===== src/rtl/sig_dbuf_pkg.sv =====
package sig_dbuf_pkg;

    typedef enum logic [1:0] {
        RATE_FRAME = 2'b00,
        RATE_HALF  = 2'b01,
        RATE_THIRD = 2'b10,
        RATE_MS    = 2'b11
    } rate_e;

    // Number of 1 ms ticks between strobes for a given rate and frame length
    function automatic int unsigned rate_period(rate_e r, int unsigned frame_ms);
        case (r)
            RATE_HALF:  return frame_ms / 2;
            RATE_THIRD: return frame_ms / 3;
            RATE_MS:    return 1;
            default:    return frame_ms;
        endcase
    endfunction

endpackage


===== src/rtl/sig_strobe_gen.sv =====
module sig_strobe_gen
    import sig_dbuf_pkg::*;
#(
    parameter int unsigned FRAME_MS = 6
) (
    input  logic       clk,
    input  logic       rst_n,
    input  logic       frame_start,
    input  logic       ms_tick,
    input  logic [1:0] rate_sel,
    output logic       load_o
);
    localparam int unsigned CNT_W = $clog2(FRAME_MS + 1);
    localparam logic [CNT_W-1:0] FRAME_LIM = CNT_W'(FRAME_MS);

    typedef struct packed {
        logic [CNT_W-1:0] ms;
        logic [CNT_W-1:0] phase;
    } gen_st_t;

    gen_st_t st_d, st_q;
    logic [CNT_W-1:0] period;
    logic [CNT_W-1:0] ms_nx;
    logic [CNT_W-1:0] ph_nx;

    always_comb begin
        st_d   = st_q;
        load_o = 1'b0;
        period = CNT_W'(rate_period(rate_e'(rate_sel), FRAME_MS));
        ms_nx  = st_q.ms + 1'b1;
        ph_nx  = st_q.phase + 1'b1;
        if (frame_start) begin
            st_d.ms    = '0;
            st_d.phase = '0;
            load_o     = 1'b1;
        end else if (ms_tick && (st_q.ms < FRAME_LIM)) begin
            st_d.ms = ms_nx;
            if (ph_nx >= period) begin
                st_d.phase = '0;
                load_o     = (ms_nx < FRAME_LIM);
            end else begin
                st_d.phase = ph_nx;
            end
        end
    end

    always_ff @(posedge clk or negedge rst_n) begin
        if (!rst_n) st_q <= '0;
        else        st_q <= st_d;
    end

    // the frame rate strobes only at frame start
    assert_rate0_quiet_R5: assert property (@(posedge clk) disable iff (!rst_n)
        ((rate_sel == 2'b00) && !frame_start) |-> !load_o);

    // frame start restarts the sub-frame count
    assert_frame_restart_R4: assert property (@(posedge clk) disable iff (!rst_n)
        frame_start |=> (st_q.ms == '0));

endmodule


===== src/rtl/sig_bank.sv =====
module sig_bank #(
    parameter int unsigned NUM_BLK = 48,
    parameter int unsigned IDX_W   = 6
) (
    input  logic             clk,
    input  logic             rst_n,
    input  logic             load,
    input  logic             we,
    input  logic [IDX_W-1:0] waddr,
    input  logic             wdata,
    input  logic [IDX_W-1:0] rd_idx,
    output logic             s_bit
);
    localparam logic [IDX_W-1:0] LAST_IDX = IDX_W'(NUM_BLK - 1);

    typedef struct packed {
        logic [NUM_BLK-1:0] inb;
        logic [NUM_BLK-1:0] outb;
        logic               sbit;
    } bank_st_t;

    bank_st_t st_d, st_q;

    always_comb begin
        st_d = st_q;
        // transfer reads the pre-write staging value
        if (load) st_d.outb = st_q.inb;
        for (int i = 0; i < NUM_BLK; i++) begin
            if (we && (waddr == IDX_W'(i))) st_d.inb[i] = wdata;
        end
        st_d.sbit = 1'b0;
        for (int i = 0; i < NUM_BLK; i++) begin
            if (rd_idx == IDX_W'(i)) st_d.sbit = st_q.outb[i];
        end
    end

    always_ff @(posedge clk or negedge rst_n) begin
        if (!rst_n) st_q <= '0;
        else        st_q <= st_d;
    end

    assign s_bit = st_q.sbit;

    // the live bank holds between strobes
    assert_live_hold_R2: assert property (@(posedge clk) disable iff (!rst_n)
        !load |=> $stable(st_q.outb));

    // a strobe copies the whole staging bank
    assert_bank_copy_R3: assert property (@(posedge clk) disable iff (!rst_n)
        load |=> (st_q.outb == $past(st_q.inb)));

    // an out-of-range write touches nothing
    assert_oob_write_R10: assert property (@(posedge clk) disable iff (!rst_n)
        (we && (waddr > LAST_IDX)) |=> $stable(st_q.inb));

endmodule


===== src/rtl/sig_dbuf_bank.sv =====
module sig_dbuf_bank
    import sig_dbuf_pkg::*;
#(
    parameter int unsigned NUM_BLK  = 48,
    parameter int unsigned FRAME_MS = 6,
    parameter int unsigned IDX_W    = 6
) (
    input  logic             clk,
    input  logic             rst_n,
    input  logic             frame_start,
    input  logic             ms_tick,
    input  logic [1:0]       rate_sel,
    input  logic             host_we,
    input  logic [IDX_W-1:0] host_addr,
    input  logic             host_wdata,
    input  logic             irq_clr,
    output logic             irq,
    input  logic [IDX_W-1:0] rd_idx,
    output logic             s_bit
);
    typedef struct packed {
        logic irq;
    } top_st_t;

    top_st_t st_d, st_q;
    logic    load;

    sig_strobe_gen #(.FRAME_MS(FRAME_MS)) u_strobe (
        .clk         (clk),
        .rst_n       (rst_n),
        .frame_start (frame_start),
        .ms_tick     (ms_tick),
        .rate_sel    (rate_sel),
        .load_o      (load)
    );

    sig_bank #(.NUM_BLK(NUM_BLK), .IDX_W(IDX_W)) u_bank (
        .clk    (clk),
        .rst_n  (rst_n),
        .load   (load),
        .we     (host_we),
        .waddr  (host_addr),
        .wdata  (host_wdata),
        .rd_idx (rd_idx),
        .s_bit  (s_bit)
    );

    always_comb begin
        st_d = st_q;
        if (load)         st_d.irq = 1'b1;
        else if (irq_clr) st_d.irq = 1'b0;
    end

    always_ff @(posedge clk or negedge rst_n) begin
        if (!rst_n) st_q <= '0;
        else        st_q <= st_d;
    end

    assign irq = st_q.irq;

    // a frame start always raises the interrupt
    assert_frame_irq_R4: assert property (@(posedge clk) disable iff (!rst_n)
        frame_start |=> irq);

    // the flag is sticky until cleared
    assert_irq_sticky_R8: assert property (@(posedge clk) disable iff (!rst_n)
        (irq && !irq_clr) |=> irq);

    // a clear without a strobe takes effect
    assert_irq_clear_R8: assert property (@(posedge clk) disable iff (!rst_n)
        (irq_clr && !frame_start && !ms_tick) |=> !irq);

endmodule


===== config.mk =====
export PLATFORM = sky130hd
export DESIGN_NAME = sig_dbuf_bank
export DESIGN_NICKNAME = d
export VERILOG_FILES = /design/src/rtl/sig_dbuf_pkg.sv /design/src/rtl/sig_strobe_gen.sv /design/src/rtl/sig_bank.sv /design/src/rtl/sig_dbuf_bank.sv
export SDC_FILE = /design/constraint.sdc
export NUM_CORES = 1
export LEC_CHECK = 0
export ABC_AREA = 1
export BUFFER_PORTS_ARGS = -buffer_cell sky130_fd_sc_hd__buf_4
export CAP_MARGIN = 30
export CORE_MARGIN = 2
export CORE_UTILIZATION = 40
export CTS_CLUSTER_DIAMETER = 200
export DETAILED_ROUTE_END_ITERATION = 16
export PLACE_DENSITY = 0.63
export SKIP_CTS_REPAIR_TIMING = 1
export SYNTH_ARGS = -nofsm -noshare
export SYNTH_HDL_FRONTEND = slang
export SYNTH_SLANG_ARGS = --single-unit

===== constraint.sdc =====
create_clock -name clk -period 5.1 [get_ports clk]
set_input_delay 1.02 -clock clk [delete_from_list [all_inputs] [get_ports clk]]
set_output_delay 1.02 -clock clk [all_outputs]
set_load 0.01 [all_outputs]

==> results of run 1 <==
[metrics by stage]
| step | cells | worst slack (ns) | power (mW) | util, % |
|---|---|---|---|---|
| floorplan | 580 | 2.05 | 1.47 | - |
| global placement | 726 | 1.50 | 1.63 | 43.0 |
| detailed placement | 728 | 1.43 | 1.67 | 43.4 |
| CTS | 744 | 1.77 | 2.40 | 46.1 |
| global route | 745 | 1.34 | 2.55 | 46.3 |
| finish | 745 | 1.71 | 2.39 | 46.3 |
[synth_stat cells, types with 4 or more instances]
cell type  count
dfrtp_1      104
o21ai_0       23
a21oi_1       46
inv_2          4
nor2_2         5
nand3_1       19
clkbuf_1      19
nor2_1        43
ha_1           5
nand4_1       22
a31oi_1       45
nor3_1         5
inv_1         51
nand2_1      156
[layout make-up]
cell class	count	area [um^2]	area share (%)
well taps	147	184	3.33
clock buffers	11	243	4.40
inverters	57	214	3.88
multi-input cells	393	1930	35.0
clock inverters	5	80.1	1.45
repair buffers	28	263	4.76
flip-flops and latches	104	2600	47.1
[power breakdown]
group	total (mW)	leakage, nW	internal (mW)	switching [mW]
logic	0.485	1.16	0.173	0.312
registers	1.17	1.32	1.04	0.126
clock network	0.733	0.152	0.443	0.290
total	2.39	2.64	1.66	0.728
[placed cells by master, fill, tap and decap left out, types with 9 or more instances in the layout]
cell type    n
clkbuf_16    9
inv_1       51
buf_4       25
a31oi_1     45
nand3_1     19
dfrtp_1    104
o21ai_0     23
nand2_1    155
a21oi_1     46
nand4_1     22
nor2_1      42
[sequential cells by signal (all words and copies together), names as in the netlist]
| signal | cells |
|---|---|
| irq | 1 |
| u_bank.s_bit | 1 |
| u_bank.st_q | 96 |
| u_strobe.st_q | 6 |
[worst register-to-register path, cell delays in order (launching register included)]
cell	delay [ns]
dfrtp_1	0.42
ha_1	0.22
xnor2_1	0.15
inv_1	0.07
ha_1	0.32
nand2_1	0.07
o211ai_1	0.21
o211ai_1	0.14
nand2_2	0.09
buf_4	0.47
nand2_1	0.26
nand2_1	0.11
[cell families after synthesis]
| group | share of synthesized area (%) |
|---|---|
| muxes | 0.412 |
| and+or+nand+nor | 22.7 |
| buffers and inverters | 6.65 |
| AOI/OAI and AO/OA | 15.0 |
| xor gates and xnor gates | 0.361 |
| DFF | 53.6 |
| adders and majority gates | 1.29 |
[path summary, 6_finish.rpt]
path,startpoint,end,slack (ns),depth (start not counted)
min in group clk,u_bank.st_q[4],u_bank.st_q[4],0.48,2
worst max-delay path,rd_idx[5],u_bank.s_bit,1.71,25
worst min-delay path,rst_n,u_bank.st_q[50],0.46,1
worst max register to register,u_strobe.st_q[0],u_bank.st_q[7],2.52,11
worst min register to register,u_bank.st_q[4],u_bank.st_q[4],0.48,2
max in group asynchronous,rst_n,u_bank.st_q[35],3.70,3
[metal layers]
metal  wire, um  up-vias  global-route usage [%]
met5          0        -                       0
met4        295        0                    7.64
met3        734       20                    3.49
met2       5400      133                    31.1
met1       5720     1963                    30.1
li1           -     1978                       -
==> impl_metrics.ini, run 1 <==
[status]
status = complete, no violations

[floorplan]
die_h_um = 114
rows = 40
io_pins = 23
core_area_um2 = 11900
start_util_pct = 40.8
fp.dieW_um = 114
die-area_um2 = 13000

[logic_synthesis]
synth_top_area_cell = dfrtp_1
synth_edf_count = 0
post_synth_instance_area_um2 = 4850
synth_cell_types = 30
postSynthNetCount = 606
synth-seq-cells = 104
synth_area_per_cell_um2 = 8.37
yosysTopAreaCellShare_pct = 53.6
synth.yosys.warnings = 0
async_flop_share_pct = 100
seq_area_frac_synth_pct = 53.6
synth_top_flop_cell = dfrtp_1
synth_cells = 580
synth_area_leaders = dfrtp_1 54%, nand2_1 12%, a31oi_1 5.8%

[power_and_ir_drop]
powerDensity_nw_per_um2 = 432
leakage_nw = 2.64
irDropWorstVdd_mv = 0.158

[grt]
antenna_found_initial = 0
grt_pass1_wl_mm = 20.9
grt_max_degree = 74
grtUsageTotal_pct = 20.7
grt_pass1_vias = 4011
grt-ovfl-total = 0

[timing]
finalMaxSlewViolations = 0
hold_slack_ns = 0.462
worstMarginPinSlew_ns = 1.02
setup_violations = 0
finalHoldViolations = 0
period_share_pct = 66.6
clock.fmax_mhz = 295
maxSlewHeadroom_pct = 32.1
tns_ns = 0
skew_ns = 0.00820
rsz0062_at_grt = no
post-route-min-period_ns = 3.39

[clock_tree]
cts_sinks = 104
cts.clk_slew.worst_paths_ns = 0.07
htree_levels = 3
cts_buffers = 9
root_buffer = clkbuf_16
clock_latency_ns = 0.34
clk_path_buf_depth = 2
tritoncts = yes

[cells_and_area]
drive_above_1_share_pct = 10.4
stdcell_area_um2 = 5520
nets = 619
area_growth_pct = 13.7
diodes = 0
num-fill-cells = 1187

[setup_path]
critPathMaxFanout = 11
crit_top_cell = nand2_1
cp.required_ns = 5.32
path_class = input port to flip-flop
endpoint_kind = flip-flop
cp-start-kind = input port
arrival_ns = 3.61
critPathSlowestCell = nor2_1
cpLargestDelayFamily = simple AND/OR/NAND/NOR gates
cpPeakStageDelay_ns = 0.61
path_buf_inv = 2

[route]
drtPass1Iterations = 4
vias = 4094
dr.first_iter.drc_count = 363
wl_mm = 12.1
routedWlPerCell_um = 16.3
avgViaCountPerCell = 5.50
antenna_left = 0
drc = 0

[place]
place.gp.congestion = 0.941
dpl_cell_area_um2 = 5170
dpl.hpwl_mm = 8.57
io_buffers = 22

[job]
drv_cap = 0

[worst_hold_path]
worstHoldPathType = input port to asynchronous set/reset pin
Note: power is estimated with default switching activity, not from simulation.
==> run 2, diff against run 1 <==
--- a/config.mk
+++ b/config.mk
@@ -5,14 +5,14 @@
 export SDC_FILE = /design/constraint.sdc
 export NUM_CORES = 1
 export LEC_CHECK = 0
-export ABC_AREA = 1
+export ABC_AREA = 0
 export BUFFER_PORTS_ARGS = -buffer_cell sky130_fd_sc_hd__buf_4
 export CAP_MARGIN = 30
 export CORE_MARGIN = 2
 export CORE_UTILIZATION = 40
 export CTS_CLUSTER_DIAMETER = 200
 export DETAILED_ROUTE_END_ITERATION = 16
-export PLACE_DENSITY = 0.63
+export PLACE_DENSITY = 0.65
 export SKIP_CTS_REPAIR_TIMING = 1
 export SYNTH_ARGS = -nofsm -noshare
 export SYNTH_HDL_FRONTEND = slang
==> constraint.sdc (replaced) <==
create_clock -name clk -period 3.1 [get_ports clk]
set_input_delay 0.62 -clock clk [delete_from_list [all_inputs] [get_ports clk]]
set_output_delay 0.62 -clock clk [all_outputs]
set_load 0.01 [all_outputs]
==> impl_metrics.ini, run 2 <==
[status]
status = complete, no violations

[timing]
setup_violations = 0
rsz0062_at_grt = no
post-route-min-period_ns = 2.43
finalHoldViolations = 0
clock.fmax_mhz = 411
hold_slack_ns = 0.199
period_share_pct = 78.4
maxSlewHeadroom_pct = 49.0
worstMarginPinSlew_ns = 0.758
finalMaxSlewViolations = 0
skew_ns = 0.0103
fin_ws_ns = 0.670
tns_ns = 0

[job]
drv_cap = 0

[cells_and_area]
regMostFlops = u_bank.st_q
diodes = 0
area_growth_pct = 11.5
drive_above_1_share_pct = 31.7
nets = 502
final-instance-count-excl-fill = 651
final_common_cell = dfrtp_1
top_regs = u_bank.st_q (96), u_strobe.st_q (6)
largest_reg_flops = 96
mostFrequentLayoutCells = 104 x dfrtp_1, 98 x mux2_2, 50 x nand2_1, 36 x nor2_1, 24 x buf_4

[clock_tree]
root_buffer = clkbuf_16
cts_buffers = 9
htree_levels = 3
cts_sinks = 104
clk_path_buf_depth = 2
cts.clk_slew.worst_paths_ns = 0.07
clock_latency_ns = 0.35
tritoncts = yes

[power_and_ir_drop]
powerDensity_nw_per_um2 = 574
intPower_mw = 2.48
combPwrFrac_pct = 15.8
p_switching_mw = 0.874
p_sw_share_pct = 26.1
pwr-share-seq_pct = 50.1
total_power_mw = 3.35
leakage_nw = 2.62
irDropWorstVdd_mv = 0.435
pwr-share-clk_pct = 34.0

[setup_path]
arrival_ns = 2.66
r2r_cells = 7
cp.required_ns = 3.33
r2r_slack_ns = 0.67
path_class = flip-flop to flip-flop
cp-start-kind = flip-flop
endpoint_kind = flip-flop
critPathMaxFanout = 49

[logic_synthesis]
synth_top_flop_cell = dfrtp_1
postSynthNetCount = 492
async_flop_share_pct = 100
yosys-top-cells-count = 104 x dfrtp_1, 98 x mux2_2, 50 x nand2_1
synth_area_per_cell_um2 = 11.2
synth_top_area_cell = dfrtp_1
synth_cells = 466
yosysMostFrequentCell = dfrtp_1
seq_area_frac_synth_pct = 49.7
synth_area_leaders = dfrtp_1 50%, mux2_2 21%, nand2_1 3.6%
post_synth_instance_area_um2 = 5240
synth_cell_types = 59
yosysTopAreaCellShare_pct = 49.7
synth-seq-cells = 104
synth.yosys.warnings = 0
synth_edf_count = 0

[grt]
grt_pass1_wl_mm = 19.3
grt_max_degree = 75
grt-ovfl-total = 0
grtUsageTotal_pct = 17.4
grt_pass1_vias = 3536
antenna_found_initial = 0

[route]
vias = 3606
dr.first_iter.drc_count = 190
drtPass1Iterations = 5
drc = 0
antenna_left = 0
routedWlPerCell_um = 17.9
wl_mm = 11.7
avgViaCountPerCell = 5.54

[floorplan]
die-area_um2 = 14000
io_pins = 23
rows = 41
start_util_pct = 41.2
die_h_um = 118
fp.dieW_um = 118
core_area_um2 = 12700

[place]
dpl_worst_slack_ns = 0.565
dp_cells = 637
dpl.hpwl_mm = 8.09
io_buffers = 22
place.gp.congestion = 0.886

[worst_hold_path]
worstHoldPathType = input port to asynchronous set/reset pin
-- run 2: cell count changes after synthesis, moves of 13 or more --
cell	previous run	this run
nand2_1	156	50
mux2_2	0	98
inv_1	51	7
a31oi_1	45	5
a21oi_1	46	13
nand3_1	19	2
nand4_1	22	5
nand2b_1	0	15
o21ai_0	23	10
-- run 2: final cells by class --
type                            count  area (um^2)
Inverter                            7         26.3
Multi-Input combinational cell    328         2490
Timing Repair Buffer               26          220
Fill cell                        1219         6880
Clock inverter                      4         53.8
Sequential cell                   104         2600
Tap cell                          172          215
Clock buffer                       10          239
-- run 2: stage by stage --
step / utilization (%) / cell area, um^2
after global routing: 45.9 / 5840
final: 45.9 / 5840
after CTS: 45.9 / 5840
after floorplan: - / 5240
after global placement: 43.6 / 5550
after detailed placement: 43.6 / 5550
-- run 2: path summary, 6_finish.rpt --
path	startpoint	endpoint
worst max register to register	u_strobe.st_q[0]	u_bank.st_q[44]
worst min register to register	u_bank.st_q[33]	u_bank.st_q[33]
max in group asynchronous	rst_n	u_bank.st_q[33]
worst min-delay path	rst_n	u_bank.st_q[96]
min in group clk	irq_clr	irq
worst max-delay path	u_strobe.st_q[0]	u_bank.st_q[44]
-- run 2: per-layer routing --
layer,vias to the layer above,wire length [um],track usage [%]
li1,1694,-,-
met1,1809,5720,25.4
met2,91,5290,26.6
met3,12,507,3.57
met4,0,169,4.61
met5,-,0,0
-- run 2: cell families after synthesis --
logic type | count (synthesis) | share of synthesized area [%]
AO/OA/AOI/OAI | 64 | 8.62
XOR/XNOR | 4 | 0.669
adder cells (fa/ha/maj) | 5 | 1.19
buffers and inverters | 34 | 3.03
flip-flops | 104 | 49.7
multiplexers | 104 | 22.4
AND/OR/NAND/NOR | 151 | 14.4
-- run 2: power by group through the flow --
| stage | Sequential [mW] | Combinational, mW | Clock [mW] |
|---|---|---|---|
| final | 1.68 | 0.530 | 1.14 |
| after global placement | 1.70 | 0.515 | 0 |
| after global routing | 1.70 | 0.582 | 1.23 |
| after floorplan | 1.66 | 0.389 | 0 |
| after detailed placement | 1.71 | 0.533 | 0 |
| after CTS | 1.68 | 0.535 | 1.17 |
-- run 2: worst max-delay path, cell delays in order, from the launching register on --
cell and delay [ns]:
dfrtp_1 0.42, ha_1 0.33, ha_1 0.30, a21o_1 0.15, a21o_1 0.24, a21oi_4 0.17, buf_12 0.27, mux2_2 0.38
==> run 3, diff against run 2 <==
--- a/config.mk
+++ b/config.mk
@@ -5,14 +5,14 @@
 export SDC_FILE = /design/constraint.sdc
 export NUM_CORES = 1
 export LEC_CHECK = 0
-export ABC_AREA = 0
+export ABC_AREA = 1
 export BUFFER_PORTS_ARGS = -buffer_cell sky130_fd_sc_hd__buf_4
 export CAP_MARGIN = 30
 export CORE_MARGIN = 2
 export CORE_UTILIZATION = 40
 export CTS_CLUSTER_DIAMETER = 200
 export DETAILED_ROUTE_END_ITERATION = 16
-export PLACE_DENSITY = 0.65
+export PLACE_DENSITY = 0.63
 export SKIP_CTS_REPAIR_TIMING = 1
 export SYNTH_ARGS = -nofsm -noshare
 export SYNTH_HDL_FRONTEND = slang
==> constraint.sdc (replaced) <==
create_clock -name clk -period 2.3 [get_ports clk]
set_input_delay 0.46 -clock clk [delete_from_list [all_inputs] [get_ports clk]]
set_output_delay 0.46 -clock clk [all_outputs]
set_load 0.01 [all_outputs]
==> impl_metrics.ini, run 3 (synthesis gave the netlist of run 1 again) <==
[timing]
rsz0062_at_grt = yes
worstMarginPinSlew_ns = 0.623
period_share_pct = 105
finalMaxSlewViolations = 0
maxSlewHeadroom_pct = 58.4
post-route-min-period_ns = 2.42
clock.fmax_mhz = 413
fin_ws_ns = -0.123
finalHoldViolations = 0
tns_ns = -0.176
setup_violations = 6
hold_slack_ns = 0.133
skew_ns = 0.00710

[grt]
top_usage_layer = met2
grt-ovfl-total = 0
use_met2_pct = 33.5
grt_util_met1_pct = 30.9
grtUsageTotal_pct = 21.7
grt_pass1_wl_mm = 21.9
met3_usage_pct = 3.44
grt_pass1_vias = 4239
antenna_found_initial = 0
grt_max_degree = 48

[power_and_ir_drop]
powerDensity_nw_per_um2 = 935
pwr-share-clk_pct = 25.2
leakage_nw = 3.17
p_switching_mw = 2.05
pwr-share-seq_pct = 44.5
combPwrFrac_pct = 30.3
p_sw_share_pct = 33.9
intPower_mw = 3.98
irDropWorstVdd_mv = 0.417

[floorplan]
rows = 40
start_util_pct = 40.8
die_h_um = 114
die-area_um2 = 13000
fp.dieW_um = 114
io_pins = 23
core_area_um2 = 11900

[cells_and_area]
num-fill-cells = 1123
finish.utilization_pct = 54.1
largest_reg_flops = 96
regMostFlops = u_bank.st_q
nets = 679
final-instance-count-excl-fill = 805
area_growth_pct = 32.7
drive_above_1_share_pct = 29.6
final_common_cell = dfrtp_1
mostFrequentLayoutCells = 104 x dfrtp_1, 98 x nand2_1, 68 x buf_4, 51 x inv_1, 46 x a21oi_1
top_regs = u_bank.st_q (96), u_strobe.st_q (6)
diodes = 0

[setup_path]
cpPeakStageDelay_ns = 0.16
critPathMaxFanout = 5
cp.required_ns = 2.53
arrival_ns = 2.65
cp-start-kind = input port
crit_top_cell = nand2_1
endpoint_kind = flip-flop
critPathSlowestCell = nor2_4
path_class = input port to flip-flop

[status]
status = finished with violations
violations = negative setup slack

[clock_tree]
clock_latency_ns = 0.35
cts_buffers = 9
tritoncts = yes
root_buffer = clkbuf_16
cts.clk_slew.worst_paths_ns = 0.07
cts_sinks = 104
htree_levels = 3
clk_path_buf_depth = 2

[route]
drc = 0
vias = 4411
avgViaCountPerCell = 5.48
routedWlPerCell_um = 17.9
dr.first_iter.drc_count = 385
antenna_left = 0
drtPass1Iterations = 4
wl_mm = 14.4

[worst_hold_path]
worstHoldPathType = input port to asynchronous set/reset pin

[place]
dpl_worst_slack_ns = -0.469
place.gp.congestion = 0.941
dp_cells = 774
io_buffers = 22
dpl.hpwl_mm = 9.49

[job]
drv_cap = 0
run 3: path summary, 6_finish.rpt:
check,slack [ns],endpoint,start,cells past startpoint
worst max-delay path,-0.12,u_bank.s_bit,rd_idx[3],29
worst min-delay path,0.13,u_bank.st_q[90],rst_n,1
worst max register to register,-0.11,u_bank.s_bit,u_bank.st_q[2],28
worst min register to register,0.48,u_bank.st_q[48],u_bank.st_q[96],2
max in group asynchronous,1.52,u_bank.st_q[40],rst_n,2
min in group clk,0.27,irq,irq_clr,2
run 3: layer usage:
| layer | share of wire, % | vias up |
|---|---|---|
| met4 | 2.5 | 0 |
| met5 | 0 | - |
| met3 | 5.8 | 25 |
| met1 | 44 | 2153 |
| li1 | - | 2103 |
| met2 | 47 | 130 |
run 3: layout make-up:
class,instances,area [um^2],share of cell area (%)
repair buffers,88,897,13.9
multi-input cells,393,2250,34.9
inverters,57,219,3.40
clock buffers,12,267,4.14
flip-flops and latches,104,2600,40.4
well taps,147,184,2.85
clock inverters,4,26.3,0.408
run 3: power groups by stage:
stage	Clock, mW	Sequential (mW)	Combinational, mW
2_1_floorplan	0	2.52	0.739
3_3_place_gp	0	2.61	1.20
3_5_place_dp	0	2.63	1.24
4_1_cts	1.54	2.60	1.25
5_1_grt	1.62	2.73	2.01
6_report	1.52	2.68	1.82
run 3: worst max-delay path: cells and delay by family:
kind                   cells  cell delay [ns]
buffers and inverters      2             0.20
AND/OR/NAND/NOR           27             1.99
run 3: per-stage QoR:
step	power, mW	cell area [um^2]
2_1_floorplan	3.26	4870
3_3_place_gp	3.82	5570
3_5_place_dp	3.87	5570
4_1_cts	5.39	5860
5_1_grt	6.36	6440
6_report	6.03	6440
